[src/rtl/evt_pkg.sv]
package evt_pkg;
  typedef enum logic [1:0] {
    D_IDLE = 2'd0,
    D_WAIT = 2'd1,
    D_ACT  = 2'd2,
    D_XFER = 2'd3
  } disp_state_t;

  typedef enum logic [1:0] {
    H_IDLE  = 2'd0,
    H_ADD   = 2'd1,
    H_START = 2'd2,
    H_END   = 2'd3
  } hnd_state_t;
endpackage

[src/rtl/evt_dispatcher.sv]
module evt_dispatcher
  import evt_pkg::*;
#(
  parameter int N_HND  = 4,
  parameter int N_WORDS = 3,
  parameter int WORD_W = 16,
  localparam int CODE_W = (N_HND > 1) ? $clog2(N_HND) : 1,
  localparam int IDX_W  = (N_WORDS > 1) ? $clog2(N_WORDS) : 1
) (
  input  logic              clk,
  input  logic              rst,
  input  logic              in_valid,
  output logic              in_ready,
  input  logic [CODE_W-1:0] in_code,
  input  logic [WORD_W-1:0] in_data,
  input  logic [N_HND-1:0]  h_idle,
  output logic [N_HND-1:0]  act_vec,
  output logic [N_HND-1:0]  wr_vec,
  output logic [N_HND-1:0]  start_vec,
  output logic [IDX_W-1:0]  wr_idx,
  output logic [WORD_W-1:0] wr_data,
  output logic [1:0]        state_o
);
  disp_state_t      st;
  logic [CODE_W-1:0] tgt;
  logic [IDX_W-1:0]  idx;
  logic              last_word;
  logic [N_HND-1:0]  tgt_sel;
  logic              tgt_idle;

  assign last_word = (idx == IDX_W'(N_WORDS - 1));
  assign tgt_sel   = N_HND'(1) << tgt;
  assign tgt_idle  = h_idle[tgt];

  always_ff @(posedge clk) begin
    if (rst) begin
      st  <= D_IDLE;
      tgt <= '0;
      idx <= '0;
    end else begin
      case (st)
        D_IDLE: if (in_valid) begin
          tgt <= in_code;
          idx <= '0;
          st  <= h_idle[in_code] ? D_ACT : D_WAIT;
        end
        D_WAIT: if (tgt_idle) st <= D_ACT;
        D_ACT:  st <= D_XFER;
        D_XFER: if (in_valid) begin
          if (last_word) begin
            st  <= D_IDLE;
            idx <= '0;
          end else begin
            idx <= idx + IDX_W'(1);
          end
        end
        default: st <= D_IDLE;
      endcase
    end
  end

  always_comb begin
    in_ready  = (st == D_XFER);
    act_vec   = (st == D_ACT) ? tgt_sel : '0;
    wr_vec    = (st == D_XFER && in_valid) ? tgt_sel : '0;
    start_vec = last_word ? wr_vec : '0;
    wr_idx    = idx;
    wr_data   = in_data;
    state_o   = st;
  end

  // no departure from Idle without an offered event
  a_r2_idle_holds: assert property (@(posedge clk) disable iff (rst)
    (st == D_IDLE && !in_valid) |=> (st == D_IDLE));
  // a handler is only claimed while it reports Idle
  a_r4_act_target_idle: assert property (@(posedge clk) disable iff (rst)
    (st == D_ACT) |-> tgt_idle);
  // Wait ends on the cycle after the target frees up
  a_r3_wait_release: assert property (@(posedge clk) disable iff (rst)
    (st == D_WAIT && tgt_idle) |=> (st == D_ACT));
  // at most one handler is written at a time
  a_r8_single_writer: assert property (@(posedge clk) disable iff (rst)
    $onehot0(wr_vec));
endmodule

[src/rtl/evt_handler.sv]
module evt_handler
  import evt_pkg::*;
#(
  parameter int N_WORDS = 3,
  parameter int WORD_W  = 16,
  localparam int IDX_W  = (N_WORDS > 1) ? $clog2(N_WORDS) : 1
) (
  input  logic                      clk,
  input  logic                      rst,
  input  logic                      act,
  input  logic                      wr_en,
  input  logic                      start,
  input  logic [IDX_W-1:0]          wr_idx,
  input  logic [WORD_W-1:0]         wr_data,
  output logic [1:0]                state_o,
  output logic                      done,
  output logic [N_WORDS*WORD_W-1:0] regs_flat
);
  hnd_state_t                    st;
  logic [N_WORDS-1:0][WORD_W-1:0] regs;
  logic [WORD_W-1:0]             cnt;
  logic [WORD_W-1:0]             word0_now;

  function automatic logic [WORD_W-1:0] job_cycles(input logic [WORD_W-1:0] w);
    return (w == '0) ? WORD_W'(1) : w;
  endfunction

  assign word0_now = (wr_en && wr_idx == '0) ? wr_data : regs[0];

  always_ff @(posedge clk) begin
    if (rst) begin
      st   <= H_IDLE;
      regs <= '0;
      cnt  <= '0;
    end else begin
      case (st)
        H_IDLE: if (act) st <= H_ADD;
        H_ADD: begin
          if (wr_en) regs[wr_idx] <= wr_data;
          if (start) begin
            cnt <= job_cycles(word0_now);
            st  <= H_START;
          end
        end
        H_START: begin
          if (cnt <= WORD_W'(1)) st <= H_END;
          else cnt <= cnt - WORD_W'(1);
        end
        H_END: st <= H_IDLE;
        default: st <= H_IDLE;
      endcase
    end
  end

  assign state_o   = st;
  assign done      = (st == H_END);
  assign regs_flat = regs;

  // done lasts exactly one cycle
  a_r6_done_pulse: assert property (@(posedge clk) disable iff (rst)
    done |=> !done);
  // JobEnd is only reached from JobStart
  a_r6_end_from_start: assert property (@(posedge clk) disable iff (rst)
    (st == H_END) |-> ($past(st) == H_START));
  // JobAdd holds until the activator starts the job
  a_r5_add_holds: assert property (@(posedge clk) disable iff (rst)
    (st == H_ADD && !start) |=> (st == H_ADD));
  // a job only starts out of JobAdd
  a_r4_start_from_add: assert property (@(posedge clk) disable iff (rst)
    (st == H_START && $past(st) != H_START) |-> ($past(st) == H_ADD));
endmodule

[src/rtl/evt_dispatch_top.sv]
module evt_dispatch_top
  import evt_pkg::*;
#(
  parameter int N_HND   = 4,
  parameter int N_WORDS = 3,
  parameter int WORD_W  = 16,
  localparam int CODE_W = (N_HND > 1) ? $clog2(N_HND) : 1,
  localparam int IDX_W  = (N_WORDS > 1) ? $clog2(N_WORDS) : 1,
  localparam int BANK_W = N_WORDS * WORD_W
) (
  input  logic                    clk,
  input  logic                    rst,
  input  logic                    in_valid,
  output logic                    in_ready,
  input  logic [CODE_W-1:0]       in_code,
  input  logic [WORD_W-1:0]       in_data,
  output logic [1:0]              disp_state,
  output logic [2*N_HND-1:0]      hnd_state,
  output logic [N_HND-1:0]        hnd_done,
  output logic [N_HND*BANK_W-1:0] shared_regs
);
  logic [N_HND-1:0]  h_idle;
  logic [N_HND-1:0]  act_vec;
  logic [N_HND-1:0]  wr_vec;
  logic [N_HND-1:0]  start_vec;
  logic [IDX_W-1:0]  wr_idx;
  logic [WORD_W-1:0] wr_data;

  evt_dispatcher #(.N_HND(N_HND), .N_WORDS(N_WORDS), .WORD_W(WORD_W)) u_disp (
    .clk(clk), .rst(rst),
    .in_valid(in_valid), .in_ready(in_ready), .in_code(in_code), .in_data(in_data),
    .h_idle(h_idle), .act_vec(act_vec), .wr_vec(wr_vec), .start_vec(start_vec),
    .wr_idx(wr_idx), .wr_data(wr_data), .state_o(disp_state)
  );

  for (genvar g = 0; g < N_HND; g++) begin : g_hnd
    evt_handler #(.N_WORDS(N_WORDS), .WORD_W(WORD_W)) u_hnd (
      .clk(clk), .rst(rst),
      .act(act_vec[g]), .wr_en(wr_vec[g]), .start(start_vec[g]),
      .wr_idx(wr_idx), .wr_data(wr_data),
      .state_o(hnd_state[2*g +: 2]), .done(hnd_done[g]),
      .regs_flat(shared_regs[g*BANK_W +: BANK_W])
    );
    assign h_idle[g] = (hnd_state[2*g +: 2] == H_IDLE);
  end

  // the port only accepts during Transfer
  a_r2_ready_in_xfer: assert property (@(posedge clk) disable iff (rst)
    in_ready |-> (disp_state == D_XFER));
endmodule

[config.mk]
export PLATFORM = sky130hd
export DESIGN_NAME = evt_dispatch_top
export DESIGN_NICKNAME = d
export VERILOG_FILES = /design/src/rtl/evt_pkg.sv /design/src/rtl/evt_dispatcher.sv /design/src/rtl/evt_handler.sv /design/src/rtl/evt_dispatch_top.sv
export SDC_FILE = /design/constraint.sdc
export NUM_CORES = 1
export LEC_CHECK = 0
export BUFFER_PORTS_ARGS = -buffer_cell sky130_fd_sc_hd__buf_4
export CORE_UTILIZATION = 38
export DETAILED_ROUTE_END_ITERATION = 7
export SETUP_SLACK_MARGIN = 0.02
export SLEW_MARGIN = 10
export SYNTH_ARGS = -nofsm -noshare
export SYNTH_HDL_FRONTEND = slang
export SYNTH_SLANG_ARGS = --single-unit
[constraint.sdc]
create_clock -name clk -period 3.75 [get_ports clk]
set_clock_uncertainty 0.1 [all_clocks]
set_input_delay 0.75 -clock clk [delete_from_list [all_inputs] [get_ports clk]]
set_output_delay 0.75 -clock clk [all_outputs]
set_load 0.05 [all_outputs]
After elaboration in Yosys (flattened, before gate mapping)
Cells that the tools add are included.
{"block": "op_classes", "n_addsub": 5, "order_cmp": 8, "n_eq_ne": 36, "n_shift": 1, "mux": 59, "n_reduce_logical": 36}
{"operator": "two-way mux 16 bit", "count": 17}
{"operator": "bitwise mux 48 bit", "count": 4}
{"operator": "one-hot mux 16 bit (2 select lines)", "count": 4}
{"operator": "<= comparator 16 x 1 -> 1 bit (second input constant)", "count": 4}
{"operator": "zero test 16 bit", "count": 4}
{"operator": "subtractor 16 x 1 -> 16 bit (second input constant)", "count": 4}
{"operator": "two-way mux 2 bit", "count": 20}
{"operator": "one-hot mux 2 bit (4 select lines)", "count": 5}
{"operator": "demux 16 bit (select 2 bit)", "count": 1}
{"operator": "!= test 2 bit (second input constant)", "count": 14}
{"operator": "AND reduction 3 bit", "count": 9}
{"operator": "equality test 2 bit (second input constant)", "count": 11}
{"operator": "zero test 2 bit", "count": 6}
{"operator": "two-way mux 4 bit", "count": 3}
{"operator": "!= test 2 x 1 -> 1 bit (second input constant)", "count": 6}
{"operator": "equality test 2 x 1 -> 1 bit (second input constant)", "count": 5}
{"operator": "AND reduction 2 bit", "count": 5}
{"operator": "nonzero test 2 bit", "count": 5}
{"operator": "< comparator 2 x 3 -> 1 bit (second input constant)", "count": 3}
{"operator": "logical AND 1 bit", "count": 6}
{"operator": "binary-select mux 1 bit (select 2 bit)", "count": 2}
{"operator": "one-hot mux 2 bit (2 select lines)", "count": 1}
{"operator": "AND reduction 4 bit", "count": 1}
{"operator": "left shift 1 x 2 -> 4 bit (first input constant)", "count": 1}
{"operator": "3 further kinds", "count": 4}
{"block": "totals", "reg_bits": 270, "input_bits": 21, "word_cells": 168}

Depth between registers and ports, before layout
{"block": "depth", "word_depth": 9, "mapped_depth": 9, "ltp_nobuf": 7}

By module
A second synthesis with hierarchy kept.
{"block": "unflattened", "cells_unflattened": 1707, "area_unflattened_um2": 13277.7}
{"module": "evt_handler (g_hnd[0].u_hnd ...)", "instances": 3, "cells_each": 406, "area_each_um2": 3165.5, "seq_area_each_um2": 1321.3}
{"module": "evt_handler (g_hnd[3].u_hnd)", "instances": 1, "cells_each": 408, "area_each_um2": 3161.8, "seq_area_each_um2": 1321.3}
{"module": "evt_dispatcher", "instances": 1, "cells_each": 77, "area_each_um2": 604.3, "seq_area_each_um2": 120.1}
{"module": "evt_dispatch_top", "instances": 1, "cells_each": 4, "area_each_um2": 15.0, "seq_area_each_um2": 0.0}

Least setup slack after synthesis
OpenSTA, ideal clock, no wires.
{"block": "synth_path", "path_type": "reg2reg", "startpoint": "reg u_disp.st[0] (netlist: u_disp.state_o[0])", "endpoint": "reg g_hnd[2].u_hnd.regs, in the netlist g_hnd[2].u_hnd.regs_flat[7]", "t_arrival_ns": 3.002, "required_ns": 3.522, "setup_slack_ns": 0.520, "path_stages_with_launch": 9, "synth_period_minus_slack_ns": 3.230, "cell_sequence": "dfxtp_1 ha_1 clkbuf_1 nand4b_1 nor3_2 nand2_1 clkbuf_1 mux2i_1 nor2_1"}
{"block": "synth_via", "elab_chain_len": 4}
{"element": "from (decl)", "line_no": "evt_dispatcher.sv:24", "rtl": "disp_state_t st;"}
{"element": "from (signal assigned)", "line_no": "evt_dispatcher.sv:45", "rtl": "st <= h_idle[in_code] ? D_ACT : D_WAIT;"}
{"element": "equality test 2 bit"}
{"element": "net in_ready", "line_no": "evt_dispatch_top.sv:14", "rtl": "output logic in_ready,"}
{"element": "logical AND 1 bit", "line_no": "evt_dispatcher.sv:65", "rtl": "wr_vec = (st == D_XFER && in_valid) ? tgt_sel : '0;"}
{"element": "two-way mux 4 bit", "line_no": "evt_dispatcher.sv:65"}
{"element": "AND reduction 2 bit (no line)"}
{"element": "to (signal, indexed assignment)", "line_no": "evt_handler.sv:39", "rtl": "if (wr_en) regs[wr_idx] <= wr_data;"}
{"element": "to (decl)", "line_no": "evt_handler.sv:20", "rtl": "logic [N_WORDS-1:0][WORD_W-1:0] regs;"}
The timed path passes the listed nets, and every way through them passes these cells.
A chain may end at the register's enable or synchronous reset.

Worst setup path in the final report
{"block": "layout_path", "startpoint": "reg u_disp.st[0] (netlist: u_disp.state_o[0])", "endpoint": "reg g_hnd[0].u_hnd.cnt[10]"}
{"block": "layout_via", "elab_chain_len": 9, "word_cells_on_any_way": 12, "cone_classes": "eq/ne (2); mux (6); reduce/logical (4)"}
{"element": "equality test 2 bit (*)", "line_no": "evt_dispatcher.sv:65"}
{"element": "logical AND 1 bit (*)", "line_no": "evt_dispatcher.sv:65"}
{"element": "two-way mux 4 bit (*)", "line_no": "evt_dispatcher.sv:65"}
{"element": "logical AND 1 bit", "line_no": "evt_handler.sv:28", "rtl": "assign word0_now = (wr_en && wr_idx == '0) ? wr_data : regs[0];"}
{"element": "two-way mux 16 bit", "line_no": "evt_handler.sv:28"}
{"element": "zero test 16 bit", "line_no": "evt_handler.sv:25", "rtl": "return (w == '0) ? WORD_W'(1) : w;"}
{"element": "two-way mux 16 bit", "line_no": "evt_handler.sv:25"}
{"element": "two-way mux 16 bit", "line_no": "evt_handler.sv:40", "rtl": "if (start) begin"}
{"element": "one-hot mux 16 bit (2 select lines)", "line_no": "evt_handler.sv:36", "rtl": "case (st)"}
{"element": "to (signal assigned)", "line_no": "evt_handler.sv:41", "rtl": "cnt <= job_cycles(word0_now);"}
{"element": "to (signal assigned)", "line_no": "evt_handler.sv:47", "rtl": "else cnt <= cnt - WORD_W'(1);"}
{"element": "to (decl)", "line_no": "evt_handler.sv:21", "rtl": "logic [WORD_W-1:0] cnt;"}
Mark *: on every way between the ends. The rest lies on a longest branch, timed or not. The select of a mux whose other input is x is not followed.

==> flow_summary.ini <==
[critical_path]
crit_path_end_kind = flop
r2r_end = g_hnd[0].u_hnd.cnt[10]
r2r_setup_slack_ns = 0.80
r2r_start = u_disp.state_o[0]
reg2reg_depth = 6
cp.arrival_ns = 3.34
critPathMaxFanout = 19
path_class = flop to flop
cp-start-kind = flop
crit_required_ns = 4.14

[synth]
synth_fa_ha_area_frac = 0.02688
seq_area_frac_synth = 0.4147
syn_area_mm2 = 0.01304
synth_top_flop_cell = dfxtp_1
yosys.area.top_type = dfxtp_1
synth_edf_count = 0
synth_compound_area_frac = 0.1615
synth_top_family_by_area = simple AND/OR/NAND/NOR gates
synth_area_leaders = dfxtp_1 (41%), mux2i_1 (12%), nand2_1 (5.9%)
synth_warnings = 0
syn_area_per_cell_um2 = 8.564
synth_top_area_frac = 0.4147
synth_cell_types = 79
synth_xor_area_frac = 0.0006719
synth.area.mux_share = 0.1517
async_reset_ff_frac = 0
syn-num-nets = 1571
synth_cells = 1522
synth-simple-area-share = 0.1926
ys_ff_latch = 270

[sta]
setup_tns_ns = 0
timing.hold.ws_ns = 0.3545
drv_slew = 0
max_freq_ghz = 0.3393
min_period_over_period = 0.7859
slew_headroom = 0.1568
setup_viol = 0
tightest_slew_ns = 1.265
rsz0062_at_grt = false
hold_violations = 0
period_needed_ns = 2.947

[detailed_routing]
avgViaCountPerCell = 5.560
drt_first_pass_iters = 5
wl_mm = 44.68
wl_per_cell_um = 20.79
route.detailed.drc = 0
drtIter0Drc = 933
vias = 11950
antenna_left = 0

[floorplan]
rows = 67
fp.dieH_um = 187.2
die-width_um = 187.2
io_pins = 228
dieArea_mm2 = 0.03505
start_util = 0.3878
core_area_mm2 = 0.03362

[power_and_ir_drop]
p_total_mw = 7.559
p_leak_nw = 6.713
power.density_mw_per_mm2 = 469.0
ir_worst_vdd_mv = 0.3560

[clock_network]
cts_resized = 0
cts_buffers = 30
clk_path_buf_depth = 3
clk_root_buffer_cell = clkbuf_16
clkSinkCount = 270
clock_latency_ns = 0.59
cts_tree = done
ctsHoldBuffers = 0
post-cts-setup-buffer-count = 0
path_clk_slew_ns = 0.06
htree_levels = 1

[final_layout]
post-route-util = 0.4794
area_growth_pct = 23.63
nNetsFinal = 1726
final_area_mm2 = 0.01612
layout-drive-gt1-share = 0.2181
antenna_cells = 0

[global_routing]
antenna_found_initial = 1
grt_max_degree = 211
grtUsageTotal = 0.2476
grt_pass1_wl_mm = 68.22
grt_pass1_vias = 11300
grt_overflow = 0

[worst_hold_path]
hold_end = g_hnd[0].u_hnd.regs_flat[36]
holdPathStages = 2
min_path_type = flop to flop
min-delay-start = g_hnd[0].u_hnd.regs_flat[36]

[flow_run]
max_cap_viol_count = 0

[placement]
gp_congestion = 0.8888
port_buffers = 227
hpwl_mm = 28.93
place_area_mm2 = 0.01496

[status]
status = finished clean
==> metal layers <==
| layer | part of all wire | track usage |
|---|---|---|
| met1 | 0.44 | 0.3302 |
| met2 | 0.45 | 0.3865 |
| met3 | 0.079 | 0.06510 |
| met4 | 0.031 | 0.08323 |
| met5 | 0 | 0 |
==> registers in the layout (all words and copies together) (netlist names) <==
register,flops
u_disp.wr_idx,2
g_hnd.u_hnd.state_o,8
u_disp.tgt,2
u_disp.state_o,2
g_hnd.u_hnd.regs_flat,192
g_hnd.u_hnd.cnt,64
==> final cells by class <==
cell class              count  area, µm²
clock buffers              37      837.1
clock inverters            19      316.6
fillers                  3236      17500
inverters                  31      116.4
multi-input cells        1091       6964
flip-flops and latches    270       5405
well taps                 448      560.5
repair buffers            253       1916
==> Yosys cell counts, types with 4 or more instances <==
| library cell | count |
|---|---|
| o21a_1 | 12 |
| nand3b_1 | 4 |
| inv_1 | 31 |
| ha_1 | 28 |
| or2_2 | 5 |
| o31ai_1 | 5 |
| mux2_2 | 32 |
| nand2b_1 | 7 |
| nor3_2 | 5 |
| or4_1 | 11 |
| or3_1 | 15 |
| buf_4 | 6 |
| nor3_1 | 31 |
| o21ai_0 | 64 |
| o211ai_1 | 19 |
| mux2i_1 | 157 |
| a31oi_1 | 11 |
| o41ai_1 | 4 |
| nand4_1 | 7 |
| clkbuf_1 | 97 |
| and3_1 | 5 |
| a32o_1 | 13 |
| a21oi_1 | 114 |
| nand4b_1 | 4 |
| nor2_1 | 178 |
| nand2_1 | 206 |
| a211oi_1 | 5 |
| o31a_1 | 8 |
| clkbuf_2 | 7 |
| buf_2 | 15 |
| o32ai_1 | 6 |
| nor4_1 | 30 |
| a22oi_1 | 4 |
| nand3_1 | 22 |
| o22ai_1 | 13 |
| dfxtp_1 | 270 |
==> where the power goes <==
group          switching (mW)  total, mW  internal [mW]  leakage [nW]
Sequential             0.0831       3.00           2.92          2.17
Combinational           0.796       1.17          0.377          3.97
Clock                    1.31       3.39           2.08         0.565
Total                    2.19       7.56           5.37          6.71
==> cell families (layout without fill, tap and decap cells) <==
kind of cell	count (synthesis)	count (layout)
XOR/XNOR	1	1
AO/OA/AOI/OAI	322	322
flip-flops	270	270
AND/OR/NAND/NOR	549	549
buffers and inverters	161	340
multiplexers	191	191
adder cells (fa/ha/maj)	28	28
==> cell usage in the layout, fill, tap and decap left out, drive strengths merged, types with 4 or more instances in the layout <==
cell,Yosys,final
a21oi,114,114
nor3,36,36
clkinv,0,10
clkbuf,104,37
nand3,22,22
dfxtp,270,270
or4,12,12
a32o,13,13
o41ai,4,4
bufinv,0,7
inv,31,32
nor4,30,30
o21ai,70,70
nand4,7,7
mux2i,157,157
buf,26,253
or3b,4,4
or4b,5,5
o21a,12,12
nor2,178,178
a22oi,4,4
or3,15,15
nand3b,4,4
o22ai,13,13
nand2,206,206
nand4b,4,4
and3,5,5
o32ai,7,7
o31a,8,8
a31oi,11,11
a211oi,5,5
mux2,32,32
o211ai,19,19
ha,28,28
o31ai,6,6
nand2b,7,7
or2,5,5
==> critical path, cell delays in order, from the launching register on <==
cell      delay (ns)
dfxtp_1         0.43
ha_1            0.39
nand2_1         0.29
or3_1           0.75
a2111o_1        0.48
o32a_1          0.29
a21oi_1         0.12
==> how the worst max path moves through the flow <==
stage / endpoint / slack, ns / cells past startpoint / startpoint
detailed placement: g_hnd[0].u_hnd.cnt[10] / 0.80 / 6 / in_valid
CTS: g_hnd[0].u_hnd.cnt[10] / 0.85 / 6 / u_disp.state_o[0]
global route: g_hnd[0].u_hnd.cnt[10] / 0.69 / 6 / u_disp.state_o[0]
floorplan: g_hnd[2].u_hnd.regs_flat[7] / 0.52 / 8 / u_disp.state_o[0]
finish: g_hnd[0].u_hnd.cnt[10] / 0.80 / 6 / u_disp.state_o[0]
global placement: g_hnd[0].u_hnd.cnt[10] / 0.86 / 6 / in_valid
==> metrics by stage <==
stage,setup slack [ns],std cells
after floorplan,0.5203,1522
after global placement,0.8626,2093
after detailed placement,0.8026,2093
after CTS,0.8474,2149
after global routing,0.6856,2149
final,0.8029,2149
(Power assumes the default switching activity.)
